$ cat src/rtl/fd_pkg.sv
package fd_pkg;
    typedef enum logic [1:0] {
        FD_IDLE = 2'd0,
        FD_PEND = 2'd1,
        FD_DONE = 2'd2
    } fd_state_e;
endpackage

$ cat src/rtl/fd_window_chk.sv
module fd_window_chk #(
    parameter int          AW   = 32,
    parameter logic [31:0] BASE = 32'hFF20_0000,
    parameter int          SPAN = 16
) (
    input  logic [AW-1:0] addr,
    output logic          in_win
);
    localparam logic [AW-1:0] LO = AW'(BASE);
    localparam logic [AW-1:0] HI = AW'(BASE + 32'(SPAN) - 32'd1);

    always_comb begin
        in_win = (addr >= LO) && (addr <= HI);
    end
endmodule

$ cat src/rtl/fd_scan_chain.sv
module fd_scan_chain #(
    parameter int DW = 32
) (
    input  logic          clk,
    input  logic          rst_n,
    input  logic          capture_en,
    input  logic          shift_en,
    input  logic          cap_flag,
    input  logic [DW-1:0] cap_data,
    input  logic          tdi,
    output logic          tdo,
    output logic          req_bit,
    output logic [DW-1:0] data_out
);
    localparam int CW = DW + 1;

    logic [CW-1:0] chain_q;

    always_ff @(posedge clk) begin
        if (!rst_n) begin
            chain_q <= '0;
        end else if (capture_en) begin
            chain_q <= {cap_data, cap_flag};
        end else if (shift_en) begin
            chain_q <= {tdi, chain_q[CW-1:1]};
        end
    end

    always_comb begin
        tdo      = chain_q[0];
        req_bit  = chain_q[0];
        data_out = chain_q[CW-1:1];
    end
endmodule

$ cat src/rtl/fd_access_fsm.sv
module fd_access_fsm
    import fd_pkg::*;
(
    input  logic      clk,
    input  logic      rst_n,
    input  logic      req,
    input  logic      complete,
    output fd_state_e state,
    output logic      pending,
    output logic      ready
);
    fd_state_e state_q, state_d;

    always_comb begin
        state_d = state_q;
        unique case (state_q)
            FD_IDLE: if (req) state_d = FD_PEND;
            FD_PEND: begin
                if (!req)          state_d = FD_IDLE;
                else if (complete) state_d = FD_DONE;
            end
            FD_DONE: state_d = FD_IDLE;
            default: state_d = FD_IDLE;
        endcase
    end

    always_ff @(posedge clk) begin
        if (!rst_n) state_q <= FD_IDLE;
        else        state_q <= state_d;
    end

    always_comb begin
        pending = 1'b0;
        ready   = 1'b0;
        unique case (state_q)
            FD_IDLE: ;
            FD_PEND: pending = 1'b1;
            FD_DONE: ready   = 1'b1;
            default: ;
        endcase
    end

    assign state = state_q;
endmodule

$ cat src/rtl/fd_probe_xfer.sv
module fd_probe_xfer
    import fd_pkg::*;
#(
    parameter int          AW   = 32,
    parameter int          DW   = 32,
    parameter logic [31:0] BASE = 32'hFF20_0000,
    parameter int          SPAN = 16
) (
    input  logic          clk,
    input  logic          rst_n,
    input  logic          capture_en,
    input  logic          shift_en,
    input  logic          update_en,
    input  logic          tdi,
    output logic          tdo,
    input  logic          req,
    input  logic [AW-1:0] addr,
    input  logic          we,
    input  logic [DW-1:0] wdata,
    output logic [DW-1:0] rdata,
    output logic          ready
);
    logic          in_win;
    logic          pending;
    logic          req_bit;
    logic [DW-1:0] data_out;
    logic          cap_ok_q;
    logic          cap_flag;
    logic [DW-1:0] cap_data;
    logic          complete;
    logic [DW-1:0] rdata_q;
    fd_state_e     state;

    fd_window_chk #(.AW(AW), .BASE(BASE), .SPAN(SPAN)) win_i (
        .addr   (addr),
        .in_win (in_win)
    );

    always_comb begin
        cap_flag = pending && in_win;
        cap_data = (cap_flag && we) ? wdata : '0;
        complete = update_en && !capture_en && !shift_en
                   && !req_bit && cap_ok_q && pending && req;
    end

    fd_scan_chain #(.DW(DW)) chain_i (
        .clk        (clk),
        .rst_n      (rst_n),
        .capture_en (capture_en),
        .shift_en   (shift_en),
        .cap_flag   (cap_flag),
        .cap_data   (cap_data),
        .tdi        (tdi),
        .tdo        (tdo),
        .req_bit    (req_bit),
        .data_out   (data_out)
    );

    fd_access_fsm fsm_i (
        .clk      (clk),
        .rst_n    (rst_n),
        .req      (req),
        .complete (complete),
        .state    (state),
        .pending  (pending),
        .ready    (ready)
    );

    // Captured grant: cleared whenever no access is pending.
    always_ff @(posedge clk) begin
        if (!rst_n)          cap_ok_q <= 1'b0;
        else if (capture_en) cap_ok_q <= cap_flag;
        else if (!pending)   cap_ok_q <= 1'b0;
    end

    always_ff @(posedge clk) begin
        if (!rst_n)                rdata_q <= '0;
        else if (complete && !we)  rdata_q <= data_out;
    end

    assign rdata = rdata_q;
endmodule

$ cat config.mk
export PLATFORM = sky130hd
export DESIGN_NAME = fd_probe_xfer
export DESIGN_NICKNAME = d
export VERILOG_FILES = /design/src/rtl/fd_pkg.sv /design/src/rtl/fd_window_chk.sv /design/src/rtl/fd_scan_chain.sv /design/src/rtl/fd_access_fsm.sv /design/src/rtl/fd_probe_xfer.sv
export SDC_FILE = /design/constraint.sdc
export NUM_CORES = 1
export LEC_CHECK = 0
export ABC_CLOCK_PERIOD_IN_PS = 2000
export BUFFER_PORTS_ARGS = -buffer_cell sky130_fd_sc_hd__buf_4
export CAP_MARGIN = 20
export CORE_MARGIN = 5
export CORE_UTILIZATION = 35
export DETAILED_ROUTE_END_ITERATION = 6
export PLACE_DENSITY = 0.67
export SLEW_MARGIN = 5
export SYNTH_ARGS = -nofsm -noshare
export SYNTH_HDL_FRONTEND = slang
export SYNTH_HIERARCHICAL = 1
export SYNTH_SLANG_ARGS = --single-unit
$ cat constraint.sdc
create_clock -name clk -period 2 [get_ports clk]
set_input_delay 0.5 -clock clk [delete_from_list [all_inputs] [get_ports clk]]
set_output_delay 0.5 -clock clk [all_outputs]
set_load 0.01 [all_outputs]
==> results of run 1 <==
## worst max-delay path, cell delays in order
cell and delay (ps):
buf_4 110, nor4_2 250, nand2_1 120, nor4_4 320
and3_1 250, buf_4 190, and2_1 150, nand2b_1 110
o211a_1 150
## cell type report
class / instances / area, µm² / area share
clock inverter: 7 / 115 / 0.0248
tap: 133 / 166 / 0.0358
clock buffer: 9 / 124 / 0.0266
sequential: 68 / 1360 / 0.293
multi-input combinational: 252 / 2000 / 0.429
timing repair buffer: 113 / 886 / 0.191
## power breakdown
| part | internal (mW) | switching [mW] |
|---|---|---|
| clock network | 0.823 | 0.538 |
| logic | 0.198 | 0.127 |
| registers | 1.39 | 0.0284 |
| total | 2.41 | 0.694 |
## layout by cell type, fill, tap and decap left out, types with 3 or more instances in the layout
master	instances
and2_1	33
buf_12	3
buf_4	110
bufinv_16	3
clkbuf_8	9
dfxtp_1	68
mux2_2	3
mux2_4	30
mux2i_1	33
nand2_1	67
nand2b_1	34
o211a_1	33
## state kept, by name, summed over array words and instances (netlist names)
signal	count
rdata	32
cap_ok_q	1
fsm_i/state	2
chain_i/chain_q	33
## what timing repair did
| action | 4_1_cts | 5_1_grt |
|---|---|---|
| buffers inserted | 0 | 0 |
| resized for setup | 0 | 1 |
| setup endpoints to repair | 0 | 2 |
## per-stage QoR
step	power, mW	worst slack, ps	TNS (ps)
2_1_floorplan	1.64	26.0	0
3_3_place_gp	1.77	-218	-5990
3_5_place_dp	1.78	-283	-7320
4_1_cts	3.16	85.2	0
5_1_grt	3.26	38.7	0
6_report	3.10	133	0
## worst paths after layout
kind,endpoint,slack (ps),cells after the start
max,chain_i/chain_q[11]$_SDFFE_PN0P_,130,9
min,fsm_i/state[0]$_SDFFE_PN0P_,430,3
max reg2reg,rdata[10]$_SDFFE_PN0P_,280,5
min reg2reg,rdata[27]$_SDFFE_PN0P_,460,2
## cells by family (layout without fill, tap and decap cells)
family,after synthesis,count (layout)
AND/OR/NAND/NOR,152,152
flip-flops,68,68
multiplexers,66,66
AO/OA/AOI/OAI,34,34
buffers and inverters,29,129
## metal layers
metal  vias to the layer above  global-route usage
met5                         -                   0
met4                         0              0.0443
met3                         6              0.0531
met2                        83               0.203
met1                      1264               0.164
li1                       1374                   -
==> impl_metrics.tcl, run 1 <==
set metrics [dict create \
    routed_wire_length_um 7800 \
    power.static_leakage_nw 2.29 \
    synth_edf_count 0 \
    routedLengthMet1_um 3540 \
    cts.sink_count 68 \
    finalWorstPathRequiredPeriod_ps 1870 \
    diodes 0 \
    synth_sequential_area_ratio 0.384 \
    route.detailed.drc 0 \
    ys_types 27 \
    detailroute.wirelength.met2_um 3590 \
    stdcell_count 582 \
    place.detailed.instances 566 \
    yosysWarnings 6 \
    mappedNetlistNets 421 \
    cts.htree.levels 3 \
    detail_route.first_pass.iterations 4 \
    hold_path_class "in -> reg" \
    clock-root-buffer "clkbuf_8" \
    drt_iter0_drc 77 \
    yosysMostFrequentCell "dfxtp_1" \
    synthXorXnorAreaFrac 0 \
    async_reset_ff_frac 0 \
    core_area_um2 9820 \
    synth_compound_gate_area_share 0.0957 \
    yosys.area_share.adder 0 \
    ys_seq_elements 68 \
    effective_utilization_at_floorplan 0.361 \
    max_slew.worst_pin.slew_ps 655 \
    dp.final_hpwl_um 5640 \
    critical_path_peak_fanout 13 \
    worst_ir_drop_vdd_mv 0.323 \
    max_cap_viol_count 0 \
    clockBufferDepth 2 \
    number_of_global_route_vias_before_repair 2787 \
    unrepaired_setup_endpoints_after_global_routing "false" \
    maxSlewViolCount 0 \
    numCtsBuffers 9 \
    setup_viol 0 \
    grt_first_pass_wirelength_um 13300 \
    worst_hold_startpoint "req" \
    tritoncts_clock_tree "built" \
    end_kind "register" \
    startpoint_of_the_lowest_slack_register_to_register_path "fsm_i/state[0]$_SDFFE_PN0P_" \
    netlist_area_um2 3540 \
    dieArea_um2 12200 \
    wl_per_cell_um 13.4 \
    post_drt_via_cell_ratio 4.69 \
    synth.top_cells.by_count "dfxtp_1, nand2_1, nand2b_1" \
    design.final.nets 516 \
    worst_path_clk_slew_ps 70 \
    grt_start_max_net_pins 68 \
    fillerInstances 969 \
    final.period_utilization 0.933 \
    layout.core_utilization 0.473 \
    placedInstanceArea_um2 4400 \
    synth_largest_area_cell "dfxtp_1" \
    dominant_combinational_cell_family_by_area_after_synthesis "simple AND/OR/NAND/NOR gates" \
    timing.final.hold_violations 0 \
    top_signal_layer_used "met4" \
    clock_insertion_delay_worst_skew_ps 340 \
    syn_avg_cell_area_um2 10.2 \
    synth_simple_gate_area_frac 0.236 \
    chipWidth_um 111 \
    place.gp.congestion 0.725 \
    grt.total_usage 0.131 \
    startpoint "addr[11]" \
    route.met3.wl_um 608 \
    via_count 2727 \
    io_pins 106 \
    grt_antenna_before_repair 0 \
    die_height_um 111 \
    skew_ps 10.7 \
    synth_mux_area_frac 0.230 \
    postSynthCellCount 349 \
    fmax_ghz 0.536 \
    drtAntennaViolNets 0 \
    critPathRequiredTime_ps 2280 \
    power_density_cells_nw_per_um2 667 \
    worst-endpoint-arrival_ps 2150 \
    timing.setup.critical_path_class "in -> reg" \
    grt-ovfl-total 0 \
    std_cell_rows 36 \
    buffer_ports.inserted 101 \
    slew_headroom 0.563 \
    synth_ff_type "dfxtp_1" \
    drive_above_1_share 0.376 \
    final_design_area_no_fill_um2 4650 \
    final.hold.worst_slack_ps 433 \
    area_growth_syn_to_layout_pct 31.2 \
    synth_largest_type_area_fraction 0.384 \
    cts-hold-fix-buffers 0 \
    post_synth_main_area_contributors "dfxtp_1, mux2_4, mux2i_1" \
    run_status "finished, final reports clean" \
    crit_path_start_kind "input port" \
]
(Power assumes the default switching activity.)
==> inputs of run 2 (changes only) <==
CORE_UTILIZATION = 47   (was 35)
PLACE_DENSITY = 0.84   (was 0.67)
==> run 2 against run 1 <==
Compared with the run above:
- critical path type unchanged
- die area shrank 23%
- utilization rose by 15 points
- wire length rose by 2.4%
- clock power shrank 28%
- setup slack lost 68 ps
- register-to-register slack got worse by 80 ps
- largest power group unchanged
- sequential cell count unchanged
- count of clock-buffer cells in the layout grew 2
- clock skew down 3.9 ps
==> impl_metrics.tcl, run 2 (synthesized netlist as in run 1, its figures left out) <==
set metrics [dict create \
    crit_path_start_kind "input port" \
    place.gp.congestion 0.725 \
    diodes 0 \
    sum_of_negative_setup_slack_ps 0 \
    max_slew.worst_pin.slew_ps 668 \
    critical_path.cell_chain "buf_4, nor4_4, nand3_2, nor4_4, and3_4, buf_6, and2_1, nand2b_1, o211a_1" \
    setup.reg_to_reg.worst_slack_ps 200 \
    worst_ir_drop_vdd_mv 0.278 \
    route.detailed.drc 0 \
    largest_register_ff_count 33 \
    maxSlewViolCount 0 \
    dieArea_um2 9380 \
    buffer_ports.inserted 101 \
    area_growth_syn_to_layout_pct 29.2 \
    multi_input_area_um2 2050 \
    cts.sink_count 68 \
    via_count 2787 \
    critical_path_peak_fanout 12 \
    cts-hold-fix-buffers 0 \
    path_common_cell "nor4_4" \
    end_kind "register" \
    crit_path_largest_cell_delay_ps 370 \
    hold_path_class "in -> reg" \
    number_of_global_route_vias_before_repair 2879 \
    drive_above_1_share 0.385 \
    effective_utilization_at_floorplan 0.486 \
    worst_setup_path_endpoint "chain_i/chain_q[15]$_SDFFE_PN0P_" \
    critPathRequiredTime_ps 2270 \
    post_drt_via_cell_ratio 5.10 \
    tritoncts_clock_tree "built" \
    area.sequential_um2 1360 \
    std_cell_rows 31 \
    crit_path_top_delay_cell "nor4_4" \
    worst_path_clk_slew_ps 70 \
    r2r_end "rdata[16]$_SDFFE_PN0P_" \
    numCtsBuffers 9 \
    skew_ps 6.80 \
    clock-root-buffer "clkbuf_8" \
    cts.htree.levels 3 \
    run_status "finished, final reports clean" \
    drt_iter0_drc 72 \
    clockBufferDepth 2 \
    grt.total_usage 0.166 \
    detail_route.first_pass.iterations 4 \
    fillerInstances 633 \
    layout.cells.most_common_list "buf_4, dfxtp_1, nand2_1" \
    chipWidth_um 96.8 \
    dp.final_hpwl_um 5490 \
    clock_insertion_delay_worst_skew_ps 330 \
    grt-ovfl-total 0 \
    pre_cts_slack_ps -318 \
    fmax_ghz 0.517 \
    worst-endpoint-arrival_ps 2210 \
    top_register "chain_i/chain_q" \
    power.static_leakage_nw 2.26 \
    grt_first_pass_wirelength_um 13200 \
    power_density_cells_nw_per_um2 597 \
    die_height_um 96.8 \
    startpoint_of_the_lowest_slack_register_to_register_path "fsm_i/state[0]$_SDFFE_PN0P_" \
    timing.final.hold_violations 0 \
    wl_per_cell_um 14.6 \
    setup_viol 0 \
    slew_headroom 0.555 \
    final.period_utilization 0.967 \
    routed_wire_length_um 7990 \
    finalWorstPathRequiredPeriod_ps 1930 \
    grt_antenna_before_repair 0 \
    r2r_cells 5 \
    drtAntennaViolNets 0 \
    startpoint "addr[23]" \
    grt_start_max_net_pins 100 \
    design.final.nets 514 \
    io_pins 106 \
    core_area_um2 7290 \
    layout.cells.most_common "buf_4" \
    timing.setup.critical_path_class "in -> reg" \
    max_cap_viol_count 0 \
    setup_ws_ps 65.1 \
]
-- run 2: cell types whose count changed in the layout (fill, tap and decap cells not counted), moves of 2 or more --
cell,previous run,this run
nor4_1,2,0
nor4_4,2,4
bufinv_16,3,0
clkinv_2,2,4
buf_4,110,107
-- run 2: area by class of cell --
| class | instances | area share |
|---|---|---|
| clock buffers | 11 | 0.0309 |
| repair buffers | 111 | 0.190 |
| well taps | 99 | 0.0271 |
| multi-input cells | 252 | 0.449 |
| flip-flops and latches | 68 | 0.297 |
| clock inverters | 5 | 0.00601 |
-- run 2: critical path, delay by kind of cell --
kind | cells | cell delay (ps)
buffers and inverters | 2 | 270
and+or+nand+nor | 6 | 1280
AOI/OAI and AO/OA | 1 | 160
-- run 2: metal layers --
metal  wire (µm)  vias up  track usage
met1        3460     1311        0.200
met4         125        0       0.0616
met2        3850       94        0.275
li1            -     1369            -
met3         555       13       0.0554
met5           0        -            0
-- run 2: how the worst min path moves through the flow --
| stage | start | to | slack (ps) | cells past startpoint |
|---|---|---|---|---|
| final | req | fsm_i/state[0]$_SDFFE_PN0P_ | 450 | 3 |
| after global routing | req | fsm_i/state[0]$_SDFFE_PN0P_ | 450 | 3 |
| after CTS | req | fsm_i/state[0]$_SDFFE_PN0P_ | 440 | 3 |
| after detailed placement | rdata[15]$_SDFFE_PN0P_ | rdata[15]$_SDFFE_PN0P_ | 450 | 2 |
| after global placement | rdata[23]$_SDFFE_PN0P_ | rdata[23]$_SDFFE_PN0P_ | 440 | 2 |
| after floorplan | fsm_i/state[0]$_SDFFE_PN0P_ | fsm_i/state[0]$_SDFFE_PN0P_ | 440 | 1 |
-- run 2: timing repair --
| item | CTS | global route |
|---|---|---|
| setup buffers | 0 | 1 |
| resized for setup | 1 | 12 |
| setup endpoints to repair | 1 | 27 |
| pin swaps | 0 | 3 |
-- run 2: power breakdown --
part / total (mW) / leakage, nW / switching, mW / internal (mW)
sequential: 1.42 / 0.554 / 0.0289 / 1.39
clock: 0.982 / 0.0889 / 0.507 / 0.475
combinational: 0.331 / 1.62 / 0.135 / 0.196
total: 2.73 / 2.26 / 0.671 / 2.06
-- run 2: stage by stage --
step	hold slack, ps	std cells	instance area, µm²	total power [mW]	util
final	450	546	4580	2.73	0.628
after global routing	448	546	4580	2.84	0.628
after CTS	440	545	4500	2.75	0.617
after detailed placement	447	529	4320	1.77	0.593
after global placement	443	529	4320	1.76	0.593
after floorplan	444	349	3540	1.64	-
